$ cat src/rtl/spi_port_pkg.sv
package spi_port_pkg;
  localparam int BYTE_W = 8;
  localparam int EDGES = 2 * BYTE_W;
  localparam int EDGE_W = $clog2(EDGES);
  localparam int CNT_W = 7;
  localparam int ST_DONE = 7;
  localparam int ST_COLL = 6;
  localparam int ST_DBL = 0;
  localparam logic REG_STATUS = 1'b0;
  localparam logic REG_DATA = 1'b1;

  typedef logic [BYTE_W-1:0] byte_t;

  // half serial-clock period in system clocks
  function automatic logic [CNT_W-1:0] half_period(input logic [1:0] rate, input logic dbl);
    logic [CNT_W-1:0] h;
    case (rate)
      2'd0:    h = CNT_W'(2);
      2'd1:    h = CNT_W'(8);
      2'd2:    h = CNT_W'(32);
      default: h = CNT_W'(64);
    endcase
    return dbl ? (h >> 1) : h;
  endfunction
endpackage

$ cat src/rtl/spi_port_sync.sv
module spi_port_sync #(
  parameter int WIDTH = 1,
  parameter int STAGES = 2,
  parameter logic [WIDTH-1:0] RST_VAL = '0
) (
  input  logic             clk,
  input  logic             rst_n,
  input  logic [WIDTH-1:0] din,
  output logic [WIDTH-1:0] dout
);
  logic [STAGES-1:0][WIDTH-1:0] stg_q;

  always_ff @(posedge clk or negedge rst_n) begin
    if (!rst_n) stg_q <= {STAGES{RST_VAL}};
    else        stg_q <= {stg_q[STAGES-2:0], din};
  end

  assign dout = stg_q[STAGES-1];
endmodule

$ cat src/rtl/spi_port_clkgen.sv
module spi_port_clkgen
  import spi_port_pkg::*;
(
  input  logic       clk,
  input  logic       rst_n,
  input  logic       run,
  input  logic [1:0] rate,
  input  logic       dbl,
  output logic       tick
);
  logic [CNT_W-1:0] cnt_q, cnt_d, half;
  logic wrap;

  always_comb begin
    half  = half_period(rate, dbl);
    wrap  = run && (cnt_q == half - CNT_W'(1));
    cnt_d = (!run || wrap) ? '0 : cnt_q + CNT_W'(1);
  end

  always_ff @(posedge clk or negedge rst_n) begin
    if (!rst_n) cnt_q <= '0;
    else        cnt_q <= cnt_d;
  end

  assign tick = wrap;

  assert_tick_spacing_R2: assert property (@(posedge clk) disable iff (!rst_n)
    tick |=> (!tick || $past(half) == CNT_W'(1)));
endmodule

$ cat src/rtl/spi_port_shift.sv
module spi_port_shift
  import spi_port_pkg::*;
(
  input  logic  clk,
  input  logic  rst_n,
  input  logic  master,
  input  logic  cpol,
  input  logic  cpha,
  input  logic  lsb_first,
  input  logic  tick,
  input  logic  load,
  input  byte_t load_data,
  input  logic  sck_s,
  input  logic  sdi_raw,
  input  logic  sdi_s,
  input  logic  ss_low,
  output logic  sck_out,
  output logic  sdo,
  output logic  busy,
  output logic  done,
  output byte_t rx_byte
);
  logic              active_q, active_d, phase_q, phase_d, sck_prev_q, done_q;
  logic [EDGE_W-1:0] ecnt_q, ecnt_d;
  byte_t             tx_q, tx_d, rx_q, rx_d;
  logic              edge_ev, lead, sample_ev, shift_ev, last_ev, sdi_bit;

  always_comb begin
    edge_ev   = master ? (active_q && tick)
                       : (ss_low && (sck_s != sck_prev_q));
    lead      = !ecnt_q[0];
    sample_ev = edge_ev && (lead ^ cpha);
    shift_ev  = edge_ev && !(lead ^ cpha) && !(cpha && ecnt_q == '0);
    last_ev   = edge_ev && (ecnt_q == EDGE_W'(EDGES - 1));
    sdi_bit   = master ? sdi_raw : sdi_s;

    tx_d = tx_q; rx_d = rx_q; ecnt_d = ecnt_q;
    active_d = active_q; phase_d = phase_q;
    if (load) begin
      tx_d     = load_data;
      ecnt_d   = '0;
      active_d = master;
      phase_d  = 1'b0;
    end else begin
      if (shift_ev)
        tx_d = lsb_first ? {1'b0, tx_q[BYTE_W-1:1]} : {tx_q[BYTE_W-2:0], 1'b0};
      if (sample_ev)
        rx_d = lsb_first ? {sdi_bit, rx_q[BYTE_W-1:1]} : {rx_q[BYTE_W-2:0], sdi_bit};
      if (edge_ev) begin
        ecnt_d = last_ev ? '0 : ecnt_q + EDGE_W'(1);
        if (master) phase_d = !phase_q;
      end
      if (last_ev) active_d = 1'b0;
      if (!master && !ss_low) ecnt_d = '0;
    end
  end

  always_ff @(posedge clk or negedge rst_n) begin
    if (!rst_n) begin
      active_q <= 1'b0; phase_q <= 1'b0; sck_prev_q <= 1'b0; done_q <= 1'b0;
      ecnt_q <= '0; tx_q <= '0; rx_q <= '0;
    end else begin
      active_q <= active_d; phase_q <= phase_d; sck_prev_q <= sck_s; done_q <= last_ev;
      ecnt_q <= ecnt_d; tx_q <= tx_d; rx_q <= rx_d;
    end
  end

  assign busy    = master ? active_q : (ecnt_q != '0);
  assign sdo     = lsb_first ? tx_q[0] : tx_q[BYTE_W-1];
  assign sck_out = master ? (cpol ^ phase_q) : cpol;
  assign done    = done_q;
  assign rx_byte = rx_q;

  assert_load_only_idle_R5: assert property (@(posedge clk) disable iff (!rst_n)
    load |-> !busy);
  assert_idle_clock_level_R3: assert property (@(posedge clk) disable iff (!rst_n)
    (master && !busy) |-> (sck_out == cpol));
endmodule

$ cat src/rtl/spi_port_regs.sv
module spi_port_regs
  import spi_port_pkg::*;
(
  input  logic  clk,
  input  logic  rst_n,
  input  logic  bus_sel,
  input  logic  bus_rd,
  input  logic  bus_wr,
  input  byte_t bus_wdata,
  output byte_t bus_rdata,
  input  logic  irq_ack,
  input  logic  irq_en,
  input  logic  busy,
  input  logic  done,
  input  logic  ss_fault,
  input  byte_t rx_byte,
  output logic  irq,
  output logic  load,
  output logic  dbl
);
  logic  cmp_q, cmp_d, coll_q, coll_d, dbl_q, dbl_d;
  logic  arm_c_q, arm_c_d, arm_w_q, arm_w_d;
  logic  st_rd, st_wr, dat_acc, dat_wr, set_c, clr_c, set_w, clr_w;
  byte_t rxbuf_q, status;

  always_comb begin
    st_rd   = bus_rd && (bus_sel == REG_STATUS);
    st_wr   = bus_wr && (bus_sel == REG_STATUS);
    dat_acc = (bus_rd || bus_wr) && (bus_sel == REG_DATA);
    dat_wr  = bus_wr && (bus_sel == REG_DATA);

    set_c = done || ss_fault;
    clr_c = (dat_acc && arm_c_q) || irq_ack;
    set_w = dat_wr && busy;
    clr_w = dat_acc && arm_w_q;

    cmp_d   = set_c ? 1'b1 : (clr_c ? 1'b0 : cmp_q);
    coll_d  = set_w ? 1'b1 : (clr_w ? 1'b0 : coll_q);
    arm_c_d = st_rd ? (cmp_q || coll_q) : (dat_acc ? 1'b0 : arm_c_q);
    arm_w_d = st_rd ? coll_q : (dat_acc ? 1'b0 : arm_w_q);
    dbl_d   = st_wr ? bus_wdata[0] : dbl_q;

    status          = '0;
    status[ST_DONE] = cmp_q;
    status[ST_COLL] = coll_q;
    status[ST_DBL]  = dbl_q;
  end

  always_ff @(posedge clk or negedge rst_n) begin
    if (!rst_n) begin
      cmp_q <= 1'b0; coll_q <= 1'b0; dbl_q <= 1'b0; arm_c_q <= 1'b0; arm_w_q <= 1'b0;
    end else begin
      cmp_q <= cmp_d; coll_q <= coll_d; dbl_q <= dbl_d; arm_c_q <= arm_c_d; arm_w_q <= arm_w_d;
    end
  end

  // receive buffer: no reset, contents undefined until the first transfer
  always_ff @(posedge clk) begin
    if (done) rxbuf_q <= rx_byte;
  end

  assign bus_rdata = (bus_sel == REG_DATA) ? rxbuf_q : status;
  assign irq       = cmp_q && irq_en;
  assign load      = dat_wr && !busy;
  assign dbl       = dbl_q;

  assert_done_sets_flag_R1: assert property (@(posedge clk) disable iff (!rst_n)
    done |=> cmp_q);
  assert_reserved_zero_R4: assert property (@(posedge clk) disable iff (!rst_n)
    (bus_sel == REG_STATUS) |-> (bus_rdata[ST_COLL-1:ST_DBL+1] == '0));
  assert_busy_write_collides_R5: assert property (@(posedge clk) disable iff (!rst_n)
    (bus_wr && bus_sel == REG_DATA && busy) |=> coll_q);
  assert_unarmed_keeps_coll_R6: assert property (@(posedge clk) disable iff (!rst_n)
    (dat_acc && !arm_w_q && coll_q) |=> coll_q);
  assert_ack_clears_R7: assert property (@(posedge clk) disable iff (!rst_n)
    (irq_ack && !done && !ss_fault) |=> !cmp_q);
  assert_select_fault_R8: assert property (@(posedge clk) disable iff (!rst_n)
    ss_fault |=> cmp_q);
  assert_set_beats_clear_R10: assert property (@(posedge clk) disable iff (!rst_n)
    ((done || ss_fault) && irq_ack) |=> cmp_q);
endmodule

$ cat src/rtl/spi_port.sv
module spi_port
  import spi_port_pkg::*;
#(
  parameter int SYNC_STAGES = 2
) (
  input  logic       clk,
  input  logic       rst_n,
  input  logic       bus_sel,
  input  logic       bus_rd,
  input  logic       bus_wr,
  input  logic [7:0] bus_wdata,
  output logic [7:0] bus_rdata,
  output logic       irq,
  input  logic       irq_ack,
  input  logic       cfg_master,
  input  logic       cfg_irq_en,
  input  logic       cfg_ss_in,
  input  logic       cfg_cpol,
  input  logic       cfg_cpha,
  input  logic       cfg_lsb_first,
  input  logic [1:0] cfg_rate,
  output logic       sck_out,
  input  logic       sck_in,
  output logic       sdo,
  input  logic       sdi,
  input  logic       ss_n
);
  logic [1:0] rst_pipe_q;
  logic       rst_n_s, tick, load, busy, done, dbl, ss_fault;
  logic [2:0] pins_s;
  byte_t      rx_byte;

  always_ff @(posedge clk or negedge rst_n) begin
    if (!rst_n) rst_pipe_q <= 2'b00;
    else        rst_pipe_q <= {rst_pipe_q[0], 1'b1};
  end
  assign rst_n_s = rst_pipe_q[1];

  spi_port_sync #(.WIDTH(3), .STAGES(SYNC_STAGES), .RST_VAL(3'b100)) u_sync (
    .clk(clk), .rst_n(rst_n_s), .din({ss_n, sdi, sck_in}), .dout(pins_s));

  assign ss_fault = cfg_master && cfg_ss_in && !pins_s[2];

  spi_port_clkgen u_clkgen (
    .clk(clk), .rst_n(rst_n_s), .run(busy && cfg_master), .rate(cfg_rate),
    .dbl(dbl), .tick(tick));

  spi_port_shift u_shift (
    .clk(clk), .rst_n(rst_n_s), .master(cfg_master), .cpol(cfg_cpol), .cpha(cfg_cpha),
    .lsb_first(cfg_lsb_first), .tick(tick), .load(load), .load_data(bus_wdata),
    .sck_s(pins_s[0]), .sdi_raw(sdi), .sdi_s(pins_s[1]), .ss_low(!pins_s[2]),
    .sck_out(sck_out), .sdo(sdo), .busy(busy), .done(done), .rx_byte(rx_byte));

  spi_port_regs u_regs (
    .clk(clk), .rst_n(rst_n_s), .bus_sel(bus_sel), .bus_rd(bus_rd), .bus_wr(bus_wr),
    .bus_wdata(bus_wdata), .bus_rdata(bus_rdata), .irq_ack(irq_ack), .irq_en(cfg_irq_en),
    .busy(busy), .done(done), .ss_fault(ss_fault), .rx_byte(rx_byte),
    .irq(irq), .load(load), .dbl(dbl));
endmodule

$ cat config.mk
export PLATFORM = sky130hd
export DESIGN_NAME = spi_port
export DESIGN_NICKNAME = d
export VERILOG_FILES = /design/src/rtl/spi_port_pkg.sv /design/src/rtl/spi_port_sync.sv /design/src/rtl/spi_port_clkgen.sv /design/src/rtl/spi_port_shift.sv /design/src/rtl/spi_port_regs.sv /design/src/rtl/spi_port.sv
export SDC_FILE = /design/constraint.sdc
export NUM_CORES = 1
export LEC_CHECK = 0
export ABC_AREA = 1
export BUFFER_PORTS_ARGS = -buffer_cell sky130_fd_sc_hd__buf_2
export CELL_PAD_IN_SITES_DETAIL_PLACEMENT = 1
export CELL_PAD_IN_SITES_GLOBAL_PLACEMENT = 1
export CORE_MARGIN = 1.5
export CORE_UTILIZATION = 46
export CTS_CLUSTER_SIZE = 20
export DETAILED_ROUTE_END_ITERATION = 12
export PLACE_DENSITY_LB_ADDON = 0.1
export SETUP_SLACK_MARGIN = 0.4
export SLEW_MARGIN = 25
export SYNTH_ARGS = -nofsm -noshare
export SYNTH_HDL_FRONTEND = slang
export SYNTH_HIERARCHICAL = 1
export SYNTH_SLANG_ARGS = --single-unit
$ cat constraint.sdc
create_clock -name clk -period 2.7 [get_ports clk]
set_input_delay 0.54 -clock clk [delete_from_list [all_inputs] [get_ports clk]]
set_output_delay 0.54 -clock clk [all_outputs]
set_load 0.1 [all_outputs]
# Word-level counts from Yosys, hierarchy flattened
# Cells that the tools add are included.
# op_classes
n_addsub,3
n_eq_ne,5
n_mux,29
n_bitwise,4
reduce_logical,47
# op_table
op,count
2-to-1 mux 8 bit,5
logical AND 1 bit,21
case mux 7 bit (3 select lines),1
2-to-1 mux 1 bit,17
2-to-1 mux 4 bit,4
2-to-1 mux 7 bit,2
nonzero test 2 bit,7
logical NOT 1 bit,8
"adder 7 x 1 -> 7 bit, second input constant",1
equality test 7 bit,1
"subtractor 7 x 1 -> 7 bit, second input constant",1
logical OR 1 bit,5
"adder 4 x 1 -> 4 bit, second input constant",1
"equality test 4 bit, second input constant",1
logical NOT 4 bit,1
AND reduction 2 bit,2
nonzero test 4 bit,1
nonzero test 3 bit,1
"equality test 2 x 1 -> 1 bit, second input constant",1
"equality test 2 bit, second input constant",1
logical NOT 2 bit,1
inverter 1 bit,2
XOR 1 bit,2
!= test 1 bit,1
# totals
ff_bits,52
input_bits,25
word_cells,105

# Logic depth before layout (Yosys ltp)
# depth
depth_word,13
ltp_mapped,14
mapped_depth_nobuf,14

# Modules after synthesis
# Netlist, hierarchy kept.
# modules_own_cells
module,instances,cells_per_inst,area_per_inst_um2
spi_port_shift,1,184,1440.1
spi_port_regs,1,60,569.3
spi_port_clkgen,1,63,447.9
spi_port_sync,1,9,175.2
spi_port,1,8,75.1

# Worst setup path before layout
# OpenSTA, ideal clock, no wires.
# synth_path
kind,input to output
start,input port cfg_lsb_first
end,output port sdo
arrival_time_ns,2.997
path_slack_ns,-0.837
path_stages,3
path_buffers,2
path_cell_list,buf_2 -> buf_4 -> o21ai_0
# synth_between
elab_chain_cells,1
# synth_lines
item,line_no,source
start: declaration,spi_port.sv:20,"input logic cfg_lsb_first,"
2-to-1 mux 1 bit,spi_port_shift.sv:69,assign sdo = lsb_first ? tx_q[0] : tx_q[BYTE_W-1];
end: declaration,spi_port.sv:24,"output logic sdo,"
# Every way passes these cells.

# Worst setup path in the final report
# layout_path
start,register u_shift.ecnt_q[0]
end,register u_shift.ecnt_q[3]
# layout_between
elab_chain_cells,11
elab_cells_between_ends,16
# layout_lines
item,line_no,source
start: declaration,spi_port_shift.sv:24,"logic [EDGE_W-1:0] ecnt_q, ecnt_d;"
start signal: assignment,spi_port_shift.sv:64,ecnt_q <= ecnt_d; tx_q <= tx_d; rx_q <= rx_d;
nonzero test 4 bit *,spi_port_shift.sv:68,assign busy = master ? active_q : (ecnt_q != '0);
2-to-1 mux 1 bit *,spi_port_shift.sv:68,
net busy,spi_port.sv:29,"logic rst_n_s, tick, load, busy, done, dbl, ss_fault;"
logical AND 1 bit *,spi_port.sv:45,".clk(clk), .rst_n(rst_n_s), .run(busy && cfg_master), .rate(cfg_rate),"
logical AND 1 bit *,spi_port_clkgen.sv:16,wrap = run && (cnt_q == half - CNT_W'(1));
net tick,spi_port.sv:29,
logical AND 1 bit *,spi_port_shift.sv:29,edge_ev = master ? (active_q && tick)
2-to-1 mux 1 bit *,spi_port_shift.sv:29,
logical AND 1 bit,spi_port_shift.sv:34,last_ev = edge_ev && (ecnt_q == EDGE_W'(EDGES - 1));
2-to-1 mux 4 bit,spi_port_shift.sv:50,ecnt_d = last_ev ? '0 : ecnt_q + EDGE_W'(1);
2-to-1 mux 4 bit,spi_port_shift.sv:49,if (edge_ev) begin
2-to-1 mux 4 bit,spi_port_shift.sv:54,if (!master && !ss_low) ecnt_d = '0;
2-to-1 mux 4 bit,spi_port_shift.sv:39,if (load) begin
# Mark *: on every way through the listed nets, which the timed path passes. The rest lies on a longest branch. The select of a mux whose other input is x is not followed.
# A chain may end at the register's enable or synchronous reset.

==> run_results.csv <==
group,metric,value,unit
clocking,htreeDepth,2,
detailed_routing,drtIter0Drc,49,
detailed_routing,route.detailed.drc,0,
final_layout,area_delta_synth_final,12.2,%
grt,grt_max_degree,43,
power_and_ir_drop,ir_worst_vdd,406,uV
setup_path,cp.arrival,2320,ps
setup_path,worstPathMaxFanout,6,
placement,dp_hpwl,4280,microns
grt,overflow,0,
sta,max_freq,0.467,GHz
detailed_routing,ant_nets,0,
floorplanning,die-area,6360,sq um
placement,gp_congestion,0.784,
clocking,insertion_delay,300,ps
yosys,synth_fp_nets,352,
sta,skew,4.59,ps
sta,setup_viol,0,
setup_path,critPathMaxStageDelay,420,ps
floorplanning,fp.dieH,79.7,microns
yosys,synthFlopType,"dfrtp_1",
setup_path,reg2regPathDepth,13,
outcome,status,"finished clean",
detailed_routing,wire_per_inst,13.5,microns
power_and_ir_drop,power_density,737,nW/um^2
setup_path,cpMostUsedCell,"nand2_1",
placement,portBuffers,35,
floorplanning,core,5610,sq um
setup_path,start_kind,"flip-flop",
final_layout,nets,386,
job,drv_cap,0,
grt,grt_pass1_vias,2228,
floorplanning,die_x,79.7,microns
yosys,synthArstFlopShare,84.6,%
sta,postLayoutSetupSlackWorst,558,ps
final_layout,multi_input_area,1140,sq um
power_and_ir_drop,leakagePower,1.56,nW
final_layout,final_cell_mix,"nand2_1 (99), dfrtp_1 (41), inv_1 (40)",
sta,tightestPinTransition,533,ps
setup_path,crit_buf_inv,3,
sta,min_period,2140,ps
detailed_routing,wl,5800,microns
yosys,syn_inst,324,
clocking,clock_path_buffers,2,
sta,slew_headroom,64.5,%
setup_path,critPathTopFamily,"simple AND/OR/NAND/NOR gates",
detailed_routing,drtPass1Iterations,4,
yosys,synth_seq_cells,52,
clocking,cts_sinks,52,
sta,fin_crit_sh,79.3,%
final_layout,drive_gt1_share,20.9,%
placement,place_worst_setup_slack,507,ps
sta,rsz0062_at_grt,"no",
final_layout,register_area,1350,sq um
setup_path,required,2880,ps
final_layout,n_antenna_cell,0,
sta,fin_setup_tns,0,ps
placement,placed_area,2910,sq um
yosys,ys_seq_area_share,49.6,%
floorplanning,row_count,27,
detailed_routing,routed_via_density,4.94,
setup_path,slowest_stage,"dfrtp_2",
yosys,syn-cell-area,2710,sq um
detailed_routing,num_vias,2130,
clocking,numCtsBuffers,5,
setup_path,r2r-start,"u_shift/ecnt_q[0]$_DFFE_PN0P_",
setup_path,critical_path_class,"reg -> reg",
grt,grt.total_usage,21.0,%
yosys,yosysWarnings,6,
yosys,synth-edff-count,8,
grt,grt_antenna_before_repair,0,
setup_path,path_cells,"inv_1 -> ha_1 -> nand2_1 -> mux2_2 -> nand2_1 -> inv_1 -> inv_1 -> nor2_1 -> nand3_2 -> nand2_4 -> nand2_1 -> nand2_1 -> o21ai_0",
final_layout,nFillCells,716,
clocking,clockRootBuffer,"clkbuf_8",
sta,maxSlewViolCount,0,
yosys,syn_area_per_cell,8.36,sq um
final_layout,layout_commonest_cell,"nand2_1",
floorplanning,ios,36,
sta,finalHoldViolCount,0,
setup_path,reg2reg_to,"u_shift/ecnt_q[3]$_DFFE_PN0P_",
setup_path,reg2reg_slack,560,ps
clocking,clk_pin_slew,90,ps
floorplanning,start_util,48.3,%
yosys,ys_types,30,
hold_path,hold_class,"reg -> async",
setup_path,critPathCaptureType,"flip-flop",
clocking,cts_tree,"built",
final_layout,final_area,3040,sq um
grt,grt_pass1_wl,10200,microns
==> metrics by stage <==
stage	hold slack, ps	total power [mW]	util, %	cells
global route	319	2.40	54.1	431
CTS	331	2.27	54.1	431
global placement	326	1.70	52.0	422
detailed placement	325	1.72	52.0	422
finish	327	2.24	54.1	431
floorplan	244	1.57	-	324
==> cells by family (layout without fill, tap and decap cells) <==
family / after synthesis / count (layout) / share of synthesized area [%]
AND/OR/NAND/NOR: 166 / 166 / 27.3
flip-flops: 52 / 52 / 49.6
buffers and inverters: 52 / 87 / 8.69
AO/OA/AOI/OAI: 35 / 35 / 7.53
multiplexers: 9 / 9 / 3.37
XOR/XNOR: 6 / 6 / 1.94
adder cells (fa/ha/maj): 3 / 3 / 1.39
other: 1 / 1 / 0.138
==> state kept, by name, summed over array words and instances (netlist names) <==
signal and count:
u_regs/rxbuf_q 8, u_shift/rx_byte 8, u_shift/tx_q 8, u_clkgen/cnt_q 7
u_shift/ecnt_q 4, u_sync/dout 3, u_sync/stg_q 3, rst_pipe_q 2
u_regs/arm_c_q 1, u_regs/arm_w_q 1, u_regs/cmp_q 1, u_regs/coll_q 1
u_regs/dbl 1, u_shift/active_q 1, u_shift/done 1, u_shift/phase_q 1
u_shift/sck_prev_q 1
==> per-layer routing <==
metal  up-vias  GRT usage, %  routed length, microns
li1       1078             -                       -
met1      1014          28.2                    2750
met2        32          34.4                    2810
met3         6          3.89                     172
met4         0          6.49                      63
met5         -             0                       0
==> power by group <==
group	switching, mW	leakage [nW]	internal, mW
registers	0.120	0.637	0.945
clock network	0.257	0.0541	0.275
logic	0.436	0.872	0.206
total	0.814	1.56	1.43
==> final cells by class <==
cell class                      count  share of cell area, %
Clock inverter                      3                   1.40
Inverter                           41                   5.07
Tap cell                           72                   2.97
Timing Repair Buffer               38                   6.59
Multi-Input combinational cell    220                   37.4
Clock buffer                        5                   2.27
Sequential cell                    52                   44.3
==> worst reg2reg max path: stages, from the launching register on <==
cell     delay [ps]
dfrtp_2         420
inv_1            70
ha_1            210
nand2_1          90
mux2_2          190
nand2_1          60
inv_1           110
inv_1            50
nor2_1          140
nand3_2         140
nand2_4         170
nand2_1         130
nand2_1         120
o21ai_0         110
==> how the worst max path moves through the flow <==
stage | endpoint | depth (start not counted) | from
after floorplan | sdo | 3 | cfg_lsb_first
after global placement | u_shift/rx_byte[0]$_DFFE_PN0P_ | 7 | cfg_master
after detailed placement | u_shift/rx_byte[0]$_DFFE_PN0P_ | 7 | cfg_master
after CTS | u_shift/ecnt_q[3]$_DFFE_PN0P_ | 13 | u_shift/ecnt_q[0]$_DFFE_PN0P_
after global routing | u_shift/rx_byte[7]$_DFFE_PN0P_ | 10 | u_shift/ecnt_q[0]$_DFFE_PN0P_
final | u_shift/ecnt_q[3]$_DFFE_PN0P_ | 13 | u_shift/ecnt_q[0]$_DFFE_PN0P_
==> timing repair <==
item | CTS | global route
setup endpoints to repair | 0 | 7
endpoints found under the hold margin | 2 | 0
hold buffers | 1 | 0
resized for setup | 0 | 1
buffers inserted | 0 | 0
==> synth_stat cells, types with 2 or more instances <==
cell type,n,area [sq um]
dfrtp_1,42,1050
nand2_1,99,372
o21ai_2,7,61.3
nand3_2,4,40.0
inv_1,40,150
xnor2_1,2,17.5
nor2_1,27,101
nand2_4,5,56.3
ha_1,3,37.5
buf_2,2,10.0
buf_6,2,22.5
buf_4,6,45.0
mux2i_1,8,80.1
o21ai_1,3,15.0
a21oi_1,3,15.0
o21ai_0,21,105
nor2_2,3,18.8
edfxtp_1,8,240
dfstp_2,2,52.6
xor2_1,4,35.0
nand2_2,3,18.8
nand3_1,22,110
Power figures use the tool's default switching activity.
